<file path="src/rtl/dbf_pkg.sv">
package dbf_pkg;
    typedef enum logic [1:0] {
        ST_VECFETCH = 2'd0,
        ST_RUN      = 2'd1,
        ST_EXCEPT   = 2'd2,
        ST_HALTED   = 2'd3
    } dbf_state_t;
endpackage

</file>
<file path="src/rtl/dbf_qualify.sv">
// Splits the raw bus error strobe into qualified events; retry always wins.
module dbf_qualify (
    input  logic bus_err,
    input  logic retry_req,
    input  logic vec_fetch,
    output logic live_err,
    output logic vec_err
);
    always_comb begin
        live_err = bus_err & ~retry_req;
        vec_err  = bus_err & ~retry_req & vec_fetch;
    end
endmodule

</file>
<file path="src/rtl/dbf_fsm.sv">
module dbf_fsm
    import dbf_pkg::*;
(
    input  logic       clk,
    input  logic       rst,
    input  logic       live_err,
    input  logic       vec_err,
    input  logic       exc_begin,
    input  logic       insn_begin,
    output dbf_state_t state,
    output dbf_state_t state_nx
);
    always_comb begin
        state_nx = state;
        unique case (state)
            ST_VECFETCH: begin
                if (vec_err)         state_nx = ST_HALTED;   // VECFETCH_TO_HALTED
                else if (insn_begin) state_nx = ST_RUN;      // VECFETCH_TO_RUN
            end
            ST_RUN: begin
                if (exc_begin)       state_nx = ST_EXCEPT;   // RUN_TO_EXCEPT
            end
            ST_EXCEPT: begin
                if (live_err)        state_nx = ST_HALTED;   // EXCEPT_TO_HALTED
                else if (insn_begin) state_nx = ST_RUN;      // EXCEPT_TO_RUN
            end
            ST_HALTED: begin
                state_nx = ST_HALTED;
            end
            default: state_nx = ST_VECFETCH;
        endcase
    end

    always_ff @(posedge clk) begin
        if (rst) state <= ST_VECFETCH;                       // ANY_TO_VECFETCH
        else     state <= state_nx;
    end
endmodule

</file>
<file path="src/rtl/dbf_outreg.sv">
module dbf_outreg
    import dbf_pkg::*;
(
    input  logic       clk,
    input  logic       rst,
    input  dbf_state_t state,
    input  dbf_state_t state_nx,
    input  logic       live_err,
    output logic       halt_o,
    output logic       berr_exc_req,
    output logic       exc_busy
);
    always_ff @(posedge clk) begin
        if (rst) begin
            halt_o       <= 1'b0;
            berr_exc_req <= 1'b0;
            exc_busy     <= 1'b0;
        end else begin
            halt_o       <= (state_nx == ST_HALTED);
            berr_exc_req <= (state == ST_RUN) && live_err;
            exc_busy     <= (state_nx == ST_EXCEPT);
        end
    end
endmodule

</file>
<file path="src/rtl/dbf_detector.sv">
module dbf_detector
    import dbf_pkg::*;
(
    input  logic clk,
    input  logic rst,
    input  logic bus_err,
    input  logic retry_req,
    input  logic vec_fetch,
    input  logic exc_begin,
    input  logic insn_begin,
    output logic halt_o,
    output logic berr_exc_req,
    output logic exc_busy
);
    logic       live_err;
    logic       vec_err;
    dbf_state_t state;
    dbf_state_t state_nx;

    dbf_qualify u_qual (
        .bus_err   (bus_err),
        .retry_req (retry_req),
        .vec_fetch (vec_fetch),
        .live_err  (live_err),
        .vec_err   (vec_err)
    );

    dbf_fsm u_fsm (
        .clk        (clk),
        .rst        (rst),
        .live_err   (live_err),
        .vec_err    (vec_err),
        .exc_begin  (exc_begin),
        .insn_begin (insn_begin),
        .state      (state),
        .state_nx   (state_nx)
    );

    dbf_outreg u_out (
        .clk          (clk),
        .rst          (rst),
        .state        (state),
        .state_nx     (state_nx),
        .live_err     (live_err),
        .halt_o       (halt_o),
        .berr_exc_req (berr_exc_req),
        .exc_busy     (exc_busy)
    );
endmodule

</file>
<file path="config.mk">
export PLATFORM = sky130hd
export DESIGN_NAME = dbf_detector
export DESIGN_NICKNAME = d
export VERILOG_FILES = /design/src/rtl/dbf_pkg.sv /design/src/rtl/dbf_qualify.sv /design/src/rtl/dbf_fsm.sv /design/src/rtl/dbf_outreg.sv /design/src/rtl/dbf_detector.sv
export SDC_FILE = /design/constraint.sdc
export NUM_CORES = 1
export LEC_CHECK = 0
export ABC_AREA = 1
export ABC_CLOCK_PERIOD_IN_PS = 800
export BUFFER_PORTS_ARGS = -buffer_cell sky130_fd_sc_hd__buf_2
export CAP_MARGIN = 40
export CORE_AREA = 4 4 41 43
export DETAILED_ROUTE_END_ITERATION = 6
export DIE_AREA = 0 0 45 47
export SLEW_MARGIN = 20
export SYNTH_ARGS = -nofsm -noshare
export SYNTH_HDL_FRONTEND = slang
export SYNTH_SLANG_ARGS = --single-unit
export TNS_END_PERCENT = 100
</file>
<file path="constraint.sdc">
create_clock -name clk -period 0.8 [get_ports clk]
set_input_delay 0.08 -clock clk [delete_from_list [all_inputs] [get_ports clk]]
set_output_delay 0.08 -clock clk [all_outputs]
set_load 0.1 [all_outputs]
</file>
=== Word-level counts from Yosys, hierarchy flattened ===
Index checks and enable logic that the tools add are counted.

* Output and inout bits: 3
* Bits in writable memories: 0
* Register bits: 5
* Bits in read-only memories: 0
* Bits in latches: 0
* Memories kept: 0
* Input bits: 7

* Div/mod/pow operators: 0
* Multiplexer cells: 5
* Bitwise gates (word level): 3
* Reductions and logical operators: 2
* Shift-type cells: 0
* Equality and inequality tests: 5
* Order comparisons: 0
* Multipliers: 0
* $add $sub $neg: 0

{| class="wikitable"
|+ Operators with widths
! kind !! number
|-
| $eq A2 B2 Y1 const B || 4
|-
| $mux W2 || 4
|-
| $pmux W2 S4 || 1
|-
| $and A1 B1 Y1 || 2
|-
| $eq A2 B1 Y1 const B || 1
|-
| $logic_not A2 Y1 || 1
|-
| $logic_and A1 B1 Y1 || 1
|-
| $not A1 Y1 || 1
|}

=== Logic depth before layout (Yosys ltp) ===
Gate-level depths: netlist (run 1).

* Depth after elaboration: 6
* Gate-level depth with buffers: 7

=== Hierarchy ===
Synthesis (run 1) repeated with hierarchy kept, for this count alone.

* Cell total of the unflattened synthesis: 42
* Area total of the unflattened synthesis: 269.0 µm²

{| class="wikitable"
|+ By module, submodules not included
! module !! instances !! cells an instance !! area an instance (µm²) !! sequential area each (µm²)
|-
| dbf_fsm || 1 || 25 || 141.4 || 40.0
|-
| dbf_outreg || 1 || 12 || 103.8 || 60.1
|-
| dbf_qualify || 1 || 5 || 23.8 || 0.0
|}

=== Worst setup path before layout (run 1) ===
Ideal clock, no wire load.

* Path kind: register -> output
* Start point: register u_out.berr_exc_req
* End point: output port berr_exc_req
* Cell stages (with the launch flop): 1
* Arrival time: 909 ps
* Slack: -189 ps
* Data required time: 720 ps
* Path through: dfxtp_1

{| class="wikitable"
|+ RTL lines
! element !! RTL line !! text
|-
| start: declaration || dbf_outreg.sv:10 || <nowiki>output logic berr_exc_req,</nowiki>
|-
| start signal: assignment || dbf_outreg.sv:20 || <nowiki>berr_exc_req <= (state == ST_RUN) && live_err;</nowiki>
|-
| end: declaration || dbf_detector.sv:12 || <nowiki>output logic berr_exc_req,</nowiki>
|}

No word-level cell between the ends.

=== Final worst setup path (run 1) ===
* Start point: register u_fsm.state[1]
* End point: register u_fsm.state[0]

* Cells in the longest elaborated chain, start to end: 2
* Elaborated cells between the ends (all ways): 5
* Classes of those cells: 3 x eq/ne; 1 x mux; 1 x reduce/logical

{| class="wikitable"
|+ Ends and longest elaborated chain
! element !! RTL line !! text
|-
| start: declaration || dbf_fsm.sv:10 || <nowiki>output dbf_state_t state,</nowiki>
|-
| start signal: assignment || dbf_fsm.sv:36 || <nowiki>else state <= state_nx;</nowiki>
|-
| $eq A2 B2 Y1 (tied with other cells) || dbf_fsm.sv:15 || <nowiki>unique case (state)</nowiki>
|-
| $pmux W2 S4 (*) || dbf_fsm.sv:15 ||
|}

Every way passes the cells marked *; elsewhere a longest branch is shown, timed or not.
A chain may end at the register's enable or synchronous reset.

==> impl_metrics.py, run 1 <==
metrics = {
    "layout": {
        "final_nets": 49,
        "antenna_cells": 0,
        "syn_to_final_growth_pct": 74.4,
        "fill_cells": 154,
        "drive_above_1_share_pct": 63.4,
        "final_core_util_pct": 29.5,
    },
    "power_and_ir_drop": {
        "p_comb_share_pct": 24.2,
        "power.internal_w": 0.000536,
        "p_per_area_nw_per_um2": 2050,
        "power_switching_w": 0.000253,
        "swShare_pct": 32.1,
        "power.total_w": 0.000789,
        "ir_drop_uv": 953,
        "seq_power_share_pct": 38.0,
        "p_leak_nw": 0.188,
        "p_clk_share_pct": 37.8,
    },
    "sta": {
        "rsz0062_at_grt": "true",
        "slew_violations": 0,
        "final_hold_viol_count": 0,
        "finalWorstSetupSlack_ps": -57.1,
        "slew_headroom_pct": 87.3,
        "period_share_pct": 107,
        "setup_viol": 7,
        "tightest_slew_ps": 189,
        "period_minus_slack_ps": 857,
        "fmax_mhz": 1170,
        "holdWs_ps": 24.6,
        "final.setup_skew_ps": 1.42,
    },
    "setup_path": {
        "start_kind": "register",
        "endpoint_kind": "register",
        "critPathArrivalTime_ps": 1040,
        "required_ps": 990,
        "rrSetupSlack_ps": -60,
        "cp_max_fo": 5,
        "r2r-start": "u_fsm.state[1]$_SDFF_PP0_",
        "path_class": "reg2reg",
        "reg2reg_depth": 5,
        "r2r-end": "u_fsm.state[0]$_SDFF_PP0_",
    },
    "detailed_routing": {
        "drc_errors": 0,
        "routed_via_density": 3.80,
        "antenna_left": 0,
        "wl_met1_um": 157,
        "wl_met2_um": 283,
        "dr_wl_met3_um": 64,
        "first_pass_iters": 2,
        "totalWireLength_um": 505,
        "top_layer_used": "met3",
        "vias": 213,
        "wl_per_cell_um": 9.02,
        "drtIter0Drc": 3,
    },
    "synthesis": {
        "syn_nets": 35,
        "yosysUniqueCellTypes": 11,
        "ys_seq_elements": 5,
        "synth_top_area_share_pct": 45.5,
        "ys_seq_area_share_pct": 45.5,
        "avgSynthCellArea_um2": 7.86,
        "synth.area.top_cells": "dfxtp_1, nand3_2, inv_1",
        "synth_cells": 28,
        "yosys_warnings": 0,
        "synth_largest_area_cell": "dfxtp_1",
        "syn_area_um2": 220,
    },
    "grt": {
        "grt_first_pass_wirelength_um": 814,
        "grt_pass1_vias": 232,
        "antenna_found_initial": 0,
        "grt_max_degree": 6,
        "grt-ovfl-total": 0,
        "grt_usage_pct": 5.94,
    },
    "cts": {
        "htreeDepth": 1,
        "cts_buffers": 3,
        "clkSinkCount": 5,
        "clockRootBuffer": "clkbuf_4",
        "clkSlewWorstSetupHoldPaths_ps": 50,
        "clockBufferDepth": 2,
        "cts_tree": "built",
        "clock_latency_ps": 240,
    },
    "worst_hold_path": {
        "holdPathStages": 2,
        "min_from": "rst",
        "hold_end": "u_out.berr_exc_req$_SDFF_PP0_",
        "hold_path.class": "in2reg",
    },
    "placement": {
        "gp_congestion": 0.675,
        "pre_cts_ws_ps": -73.4,
        "portBuffers": 9,
        "dp_hpwl_um": 369,
    },
    "floorplan": {
        "core.rowCount": 13,
        "initial_utilization_pct": 16.9,
        "pin_count": 10,
        "core_area_um2": 1300,
        "die-area_um2": 2120,
        "die_w_um": 45,
        "dieHeight_um": 47,
    },
    "flow_run": {
        "drv_cap": 0,
    },
    "outcome": {
        "status": "complete, but fails checks",
        "violations": "setup timing",
    },
}
[how the worst max path moves through the flow]
stage | startpoint | end | slack (ps) | cells past startpoint
floorplan | u_fsm.state[0]$_SDFF_PP0_ | u_out.exc_busy$_SDFF_PP0_ | -7 | 5
global placement | u_fsm.state[0]$_SDFF_PP0_ | u_out.exc_busy$_SDFF_PP0_ | -70 | 5
detailed placement | u_fsm.state[0]$_SDFF_PP0_ | u_out.exc_busy$_SDFF_PP0_ | -70 | 5
CTS | u_fsm.state[1]$_SDFF_PP0_ | u_fsm.state[0]$_SDFF_PP0_ | -50 | 5
global route | u_fsm.state[0]$_SDFF_PP0_ | u_fsm.state[0]$_SDFF_PP0_ | -100 | 6
finish | u_fsm.state[1]$_SDFF_PP0_ | u_fsm.state[0]$_SDFF_PP0_ | -60 | 5
[logic make-up (layout without fill, tap and decap cells)]
kind of cell,count (synthesis),count (layout),synth area share [%]
buffers and inverters,6,19,10.2
AOI/OAI and AO/OA,3,3,8.52
DFF,5,5,45.5
and+or+nand+nor,14,14,35.8
[routing by layer]
metal  up-vias  global-route usage [%]
li1        111                       -
met1        94                    4.35
met2         8                    10.5
met3         0                    7.28
met4         0                       0
met5         -                       0
[critical path: stages (launching register included)]
cell and delay, ps:
dfxtp_4 360, o21ai_2 160, o21ai_1 100, nand3_2 80, nand2_1 50, inv_1 40
[cells in the mapped netlist]
master,instances
nor4_1,1
nand3_2,3
nand2_2,1
inv_1,6
o21ai_1,1
dfxtp_1,5
nor2_2,1
a21oi_1,1
nor2_1,2
o21ai_2,1
nand2_1,6
[layout by cell type, fill, tap and decap left out]
cell type  n
a21oi_1    1
buf_12     3
buf_2      6
clkbuf_1   1
clkbuf_4   3
dfxtp_2    3
dfxtp_4    2
inv_1      5
inv_2      1
nand2_1    5
nand2_2    2
nand3_2    2
nand3_4    1
nor2_1     1
nor2_2     1
nor2_4     1
nor4_1     1
o21ai_1    1
o21ai_2    1
[area by class of cell]
type | count | area (µm²) | share of cell area, %
multi-input cells | 17 | 115 | 30.0
flip-flops and latches | 5 | 111 | 29.0
clock buffers | 4 | 26.3 | 6.84
repair buffers | 9 | 90.1 | 23.5
well taps | 15 | 18.8 | 4.89
inverters | 6 | 22.5 | 5.86
[registers in the layout, indices dropped and copies added (netlist names)]
register,count
u_fsm.state,2
u_out.berr_exc_req,1
u_out.exc_busy,1
u_out.halt_o,1
[power by group through the flow]
stage | sequential (W) | clock (W) | combinational (W)
floorplan | 0.000344 | 0 | 0.0000637
global placement | 0.000295 | 0 | 0.000174
detailed placement | 0.000295 | 0 | 0.000178
CTS | 0.000298 | 0.000309 | 0.000183
global route | 0.000301 | 0.000338 | 0.000205
finish | 0.000300 | 0.000298 | 0.000191
[timing repair]
| item | 4_1_cts | 5_1_grt |
|---|---|---|
| gates resized for setup | 6 | 2 |
| buffers inserted | 0 | 0 |
| pin swaps | 4 | 2 |
| endpoints found under the hold margin | 0 | 0 |
| endpoints found under the setup margin | 7 | 7 |
| hold buffers | 0 | 0 |
| cloned | 0 | 0 |
[per-stage QoR]
| stage | area (µm²) | cells | TNS, ps |
|---|---|---|---|
| 2_1_floorplan | 225 | 28 | -6.62 |
| 3_3_place_gp | 334 | 52 | -171 |
| 3_5_place_dp | 334 | 52 | -220 |
| 4_1_cts | 374 | 56 | -259 |
| 5_1_grt | 384 | 56 | -462 |
| 6_report | 384 | 56 | -234 |
Note: power is estimated with default switching activity, not from simulation.
==> run 2, diff against run 1 <==
--- a/config.mk
+++ b/config.mk
@@ -9,9 +9,13 @@
 export ABC_CLOCK_PERIOD_IN_PS = 800
 export BUFFER_PORTS_ARGS = -buffer_cell sky130_fd_sc_hd__buf_2
 export CAP_MARGIN = 40
+export CELL_PAD_IN_SITES_DETAIL_PLACEMENT = 2
+export CELL_PAD_IN_SITES_GLOBAL_PLACEMENT = 2
 export CORE_AREA = 4 4 41 43
 export DETAILED_ROUTE_END_ITERATION = 6
 export DIE_AREA = 0 0 45 47
+export MAX_ROUTING_LAYER = met4
+export PLACE_DENSITY_LB_ADDON = 0.1
 export SLEW_MARGIN = 20
 export SYNTH_ARGS = -nofsm -noshare
 export SYNTH_HDL_FRONTEND = slang
==> run 2 against run 1 <==
The flow still finishes with violations (setup timing). Setup slack worse by 19 ps. Fmax is 2.2% lower. Register-to-register slack worse by 20 ps. Largest cell class unchanged. Global-route usage is 1.6 points higher. Non-clock buffer count is 1 higher. Routed wire length is 38% higher. Hold slack worse by 9.8 ps. Sequential power is 2% higher. Via count is 7.5% higher. Flip-flop and latch count stayed put. Critical path depth stayed put.
==> impl_metrics.py, run 2 (synthesized netlist as in run 1, its figures left out) <==
metrics = {
    "setup_path": {
        "cp_max_fo": 4,
        "required_ps": 930,
        "start_kind": "register",
        "endpoint_kind": "register",
        "critPathArrivalTime_ps": 1010,
        "path_class": "reg2reg",
        "rrSetupSlack_ps": -80,
    },
    "grt": {
        "antenna_found_initial": 0,
        "grt-ovfl-total": 0,
        "grt_pass1_vias": 255,
        "grt_max_degree": 6,
        "grt_usage_pct": 7.51,
        "grt_first_pass_wirelength_um": 1010,
    },
    "floorplan": {
        "core.rowCount": 13,
        "dieHeight_um": 47,
        "core_area_um2": 1300,
        "die-area_um2": 2120,
        "pin_count": 10,
        "initial_utilization_pct": 16.9,
        "die_w_um": 45,
    },
    "detailed_routing": {
        "wl_per_cell_um": 12.2,
        "drc_errors": 0,
        "first_pass_iters": 3,
        "routed_via_density": 4.02,
        "vias": 229,
        "antenna_left": 0,
        "drtIter0Drc": 7,
        "totalWireLength_um": 696,
    },
    "sta": {
        "final_hold_viol_count": 0,
        "finalWorstSetupSlack_ps": -76.2,
        "slew_headroom_pct": 85.3,
        "tightest_slew_ps": 218,
        "period_share_pct": 110,
        "setup_viol": 6,
        "final.setup_skew_ps": 2.23,
        "fmax_mhz": 1140,
        "rsz0062_at_grt": "true",
        "period_minus_slack_ps": 876,
        "slew_violations": 0,
        "holdWs_ps": 14.7,
        "setup_tns_ps": -227,
    },
    "cts": {
        "clkSlewWorstSetupHoldPaths_ps": 40,
        "clockBufferDepth": 2,
        "clkSinkCount": 5,
        "clockRootBuffer": "clkbuf_4",
        "cts_tree": "built",
        "cts_hold_buf": 0,
        "htreeDepth": 1,
        "clock_latency_ps": 240,
        "cts_buffers": 3,
    },
    "placement": {
        "dpl-instance-area_um2": 334,
        "portBuffers": 9,
        "gp_congestion": 0.707,
        "dp_cells": 52,
        "pre_cts_ws_ps": -114,
        "dp_hpwl_um": 545,
    },
    "power_and_ir_drop": {
        "seq_power_share_pct": 37.7,
        "p_clk_share_pct": 35.3,
        "p_leak_nw": 0.203,
        "p_per_area_nw_per_um2": 1970,
        "p_comb_share_pct": 27.0,
        "swShare_pct": 32.0,
        "power.internal_w": 0.000549,
        "ir_drop_uv": 1090,
        "power_switching_w": 0.000259,
    },
    "layout": {
        "drive_above_1_share_pct": 69.0,
        "regMostFlops": "u_fsm.state",
        "layout_commonest_cell": "buf_2",
        "antenna_cells": 0,
        "final_nets": 50,
        "largest_register_ffs": 2,
        "syn_to_final_growth_pct": 86.4,
        "final_cells": 57,
        "fill_cells": 159,
        "final_area_um2": 410,
        "final_cell_mix": "buf_2, inv_1, nand2_1",
    },
    "outcome": {
        "violations": "setup timing",
        "status": "complete, but fails checks",
    },
    "flow_run": {
        "drv_cap": 0,
    },
    "worst_hold_path": {
        "hold_path.class": "in2reg",
    },
}
## run 2: path summary, 6_finish.rpt
| kind | start | endpoint | depth (start not counted) |
|---|---|---|---|
| setup / recovery | u_fsm.state[0]$_SDFF_PP0_ | u_fsm.state[0]$_SDFF_PP0_ | 5 |
| hold / removal | rst | u_out.halt_o$_SDFF_PP0_ | 2 |
| setup reg to reg | u_fsm.state[0]$_SDFF_PP0_ | u_fsm.state[0]$_SDFF_PP0_ | 5 |
| hold reg to reg | u_fsm.state[1]$_SDFF_PP0_ | u_out.berr_exc_req$_SDFF_PP0_ | 1 |
## run 2: power by group through the flow
stage / Sequential (W) / Clock (W) / Combinational (W)
2_1_floorplan: 0.000344 / 0 / 0.0000637
3_5_place_dp: 0.000298 / 0 / 0.000182
4_1_cts: 0.000297 / 0.000300 / 0.000186
6_report: 0.000305 / 0.000285 / 0.000218
5_1_grt: 0.000309 / 0.000312 / 0.000234
3_3_place_gp: 0.000297 / 0 / 0.000175
## run 2: what timing repair did
item,in CTS,in global routing
endpoints found under the setup margin,8,7
endpoints found under the hold margin,0,0
resized for setup,4,8
pin swaps,1,4
buffers inserted,0,1
## run 2: metal layers
metal	global-route usage, %	vias up	part of all wire (%)
li1	-	113	-
met1	6.38	109	36
met2	13.0	7	60
met3	4.60	0	3.6
met4	3.51	0	0
met5	-	-	0
## run 2: cell type report
class	count	area, µm²	share of cell area, %
clock buffers	4	26.3	6.40
flip-flops and latches	5	111	27.1
well taps	15	18.8	4.57
multi-input cells	17	134	32.6
repair buffers	10	97.6	23.8
inverters	6	22.5	5.49
## run 2: metrics by stage
step                util, %  total power (W)
global route           31.5         0.000855
finish                 31.5         0.000808
global placement       25.7         0.000473
detailed placement     25.7         0.000480
floorplan                 -         0.000408
CTS                    28.4         0.000783
## run 2: critical path, stage by stage, from the launching register on
cell and delay, ps:
dfxtp_4 390, o21ai_4 80, o21ai_2 70, nand3_2 110, nand2_1 90, inv_1 40
==> run 3, diff against run 2 <==
--- a/config.mk
+++ b/config.mk
@@ -15,7 +15,7 @@
 export DETAILED_ROUTE_END_ITERATION = 6
 export DIE_AREA = 0 0 45 47
 export MAX_ROUTING_LAYER = met4
-export PLACE_DENSITY_LB_ADDON = 0.1
+export PLACE_DENSITY = 0.55
 export SLEW_MARGIN = 20
 export SYNTH_ARGS = -nofsm -noshare
 export SYNTH_HDL_FRONTEND = slang
==> run 3 against run 2 <==
The flow still finishes with violations (setup timing). Sequential share of layout area up 1.9 points. Global-route usage up 0.64 points. Clock power up 6%. Critical endpoint unchanged. Largest power group is now clock. Highest routed layer is now met4.
==> impl_metrics.py, run 3 (synthesized netlist as in run 1, its figures left out) <==
metrics = {
    "outcome": {
        "violations": "setup timing",
        "status": "complete, but fails checks",
    },
    "detailed_routing": {
        "wl_per_cell_um": 11.1,
        "drc_errors": 0,
        "totalWireLength_um": 620,
        "first_pass_iters": 2,
        "drtIter0Drc": 1,
        "routed_via_density": 4.13,
        "antenna_left": 0,
        "vias": 231,
    },
    "power_and_ir_drop": {
        "ir_drop_uv": 533,
        "p_leak_nw": 0.188,
        "p_per_area_nw_per_um2": 2070,
    },
    "layout": {
        "layout_commonest_cell": "buf_2",
        "final_nets": 49,
        "largest_register_ffs": 2,
        "syn_to_final_growth_pct": 74.4,
        "final_core_util_pct": 29.5,
        "regMostFlops": "u_fsm.state",
        "final_cell_mix": "buf_2, inv_1, nand2_1",
        "antenna_cells": 0,
        "fill_cells": 165,
        "drive_above_1_share_pct": 63.4,
    },
    "setup_path": {
        "cp_slowest_cell": "dfxtp_4",
        "rrSetupSlack_ps": -60,
        "reg2reg_depth": 5,
        "path_cells": "nor2_4, nand3_4, nand3_2, nand2_1, inv_1",
        "cp-startpoint": "u_fsm.state[1]$_SDFF_PP0_",
        "r2r-start": "u_fsm.state[1]$_SDFF_PP0_",
        "cp_max_fo": 5,
        "slowest_delay_ps": 360,
        "r2r-end": "u_fsm.state[0]$_SDFF_PP0_",
        "path_class": "reg2reg",
        "start_kind": "register",
        "endpoint_kind": "register",
        "critPathArrivalTime_ps": 1050,
        "required_ps": 990,
    },
    "grt": {
        "grt_use_met2_pct": 13.3,
        "grt_most_used_layer": "met2",
        "antenna_found_initial": 0,
        "grt_usage_pct": 8.15,
        "use_met1_pct": 6.35,
        "grt-ovfl-total": 0,
        "grt_first_pass_wirelength_um": 1040,
        "grt_max_degree": 6,
        "grt_pass1_vias": 233,
        "use_met3_pct": 4.98,
    },
    "sta": {
        "period_minus_slack_ps": 863,
        "slew_violations": 0,
        "period_share_pct": 108,
        "tightest_slew_ps": 187,
        "setup_tns_ps": -285,
        "setup_viol": 7,
        "rsz0062_at_grt": "true",
        "final.setup_skew_ps": 5.35,
        "slew_headroom_pct": 87.4,
        "finalWorstSetupSlack_ps": -63.4,
        "final_hold_viol_count": 0,
        "fmax_mhz": 1160,
    },
    "cts": {
        "cts_hold_buf": 0,
        "post_cts_buffers": 0,
        "clockRootBuffer": "clkbuf_4",
        "clockBufferDepth": 2,
        "clkSlewWorstSetupHoldPaths_ps": 50,
        "cts_tree": "built",
        "clock_latency_ps": 250,
        "htreeDepth": 1,
        "cts_buffers": 3,
        "clkSinkCount": 5,
    },
    "worst_hold_path": {
        "min_from": "rst",
        "hold_path.class": "in2reg",
        "holdPathStages": 2,
        "hold_end": "u_out.berr_exc_req$_SDFF_PP0_",
    },
    "placement": {
        "gp_congestion": 0.740,
        "portBuffers": 9,
        "dp_hpwl_um": 549,
    },
    "floorplan": {
        "pin_count": 10,
        "initial_utilization_pct": 16.9,
        "core_area_um2": 1300,
        "die-area_um2": 2120,
        "dieHeight_um": 47,
        "die_w_um": 45,
        "core.rowCount": 13,
    },
    "flow_run": {
        "drv_cap": 0,
    },
}
[run 3: changes by cell type in the layout (fill, tap and decap cells not counted), sizes merged]
cell and delta:
buf -1
[run 3: per-stage QoR]
| step | worst slack [ps] | total power, W | hold slack, ps | std cells | area [µm²] |
|---|---|---|---|---|---|
| floorplan | -6.62 | 0.000408 | 142 | 28 | 225 |
| global placement | -63.6 | 0.000473 | 275 | 52 | 334 |
| detailed placement | -99.2 | 0.000480 | 280 | 52 | 334 |
| CTS | -79.0 | 0.000802 | 20.0 | 56 | 379 |
| global route | -122 | 0.000858 | 5.01 | 56 | 384 |
| finish | -63.4 | 0.000794 | 19.0 | 56 | 384 |
[run 3: worst max path at each step]
stage                                            to  slack [ps]
after floorplan           u_out.exc_busy$_SDFF_PP0_          -7
after global placement    u_fsm.state[0]$_SDFF_PP0_         -60
after detailed placement  u_fsm.state[0]$_SDFF_PP0_        -100
after CTS                 u_fsm.state[0]$_SDFF_PP0_         -80
after global routing      u_out.exc_busy$_SDFF_PP0_        -120
final                     u_fsm.state[0]$_SDFF_PP0_         -60
[run 3: what timing repair did]
action | CTS | global route
endpoints found under the setup margin | 7 | 7
pin swaps | 5 | 0
resized for setup | 5 | 3
[run 3: final cells by class]
cell class	count	area, µm²	area share (%)
Clock buffer	4	26.3	6.84
Inverter	6	22.5	5.86
Multi-Input combinational cell	17	115	30.0
Sequential cell	5	111	29.0
Tap cell	15	18.8	4.89
Timing Repair Buffer	9	90.1	23.5
[run 3: metal layers]
layer  vias to the layer above  wire length, µm  share of wire [%]
met1                       105              199                 32
met5                         -                0                  0
met4                         0               19                3.1
met2                        11              325                 52
met3                         2               76                 12
li1                        113                -                  -
[run 3: power breakdown]
part	total [W]	switching [W]	internal [W]	leakage, nW
clock	0.000302	0.000113	0.000189	0.0150
combinational	0.000192	0.000118	0.0000742	0.129
sequential	0.000300	0.0000284	0.000272	0.0436
total	0.000794	0.000258	0.000535	0.188
[run 3: worst max-delay path, delay by kind of cell (launching register included)]
family	cells	cell delay, ps
simple gates	4	390
flops	1	360
buf+inv	1	50
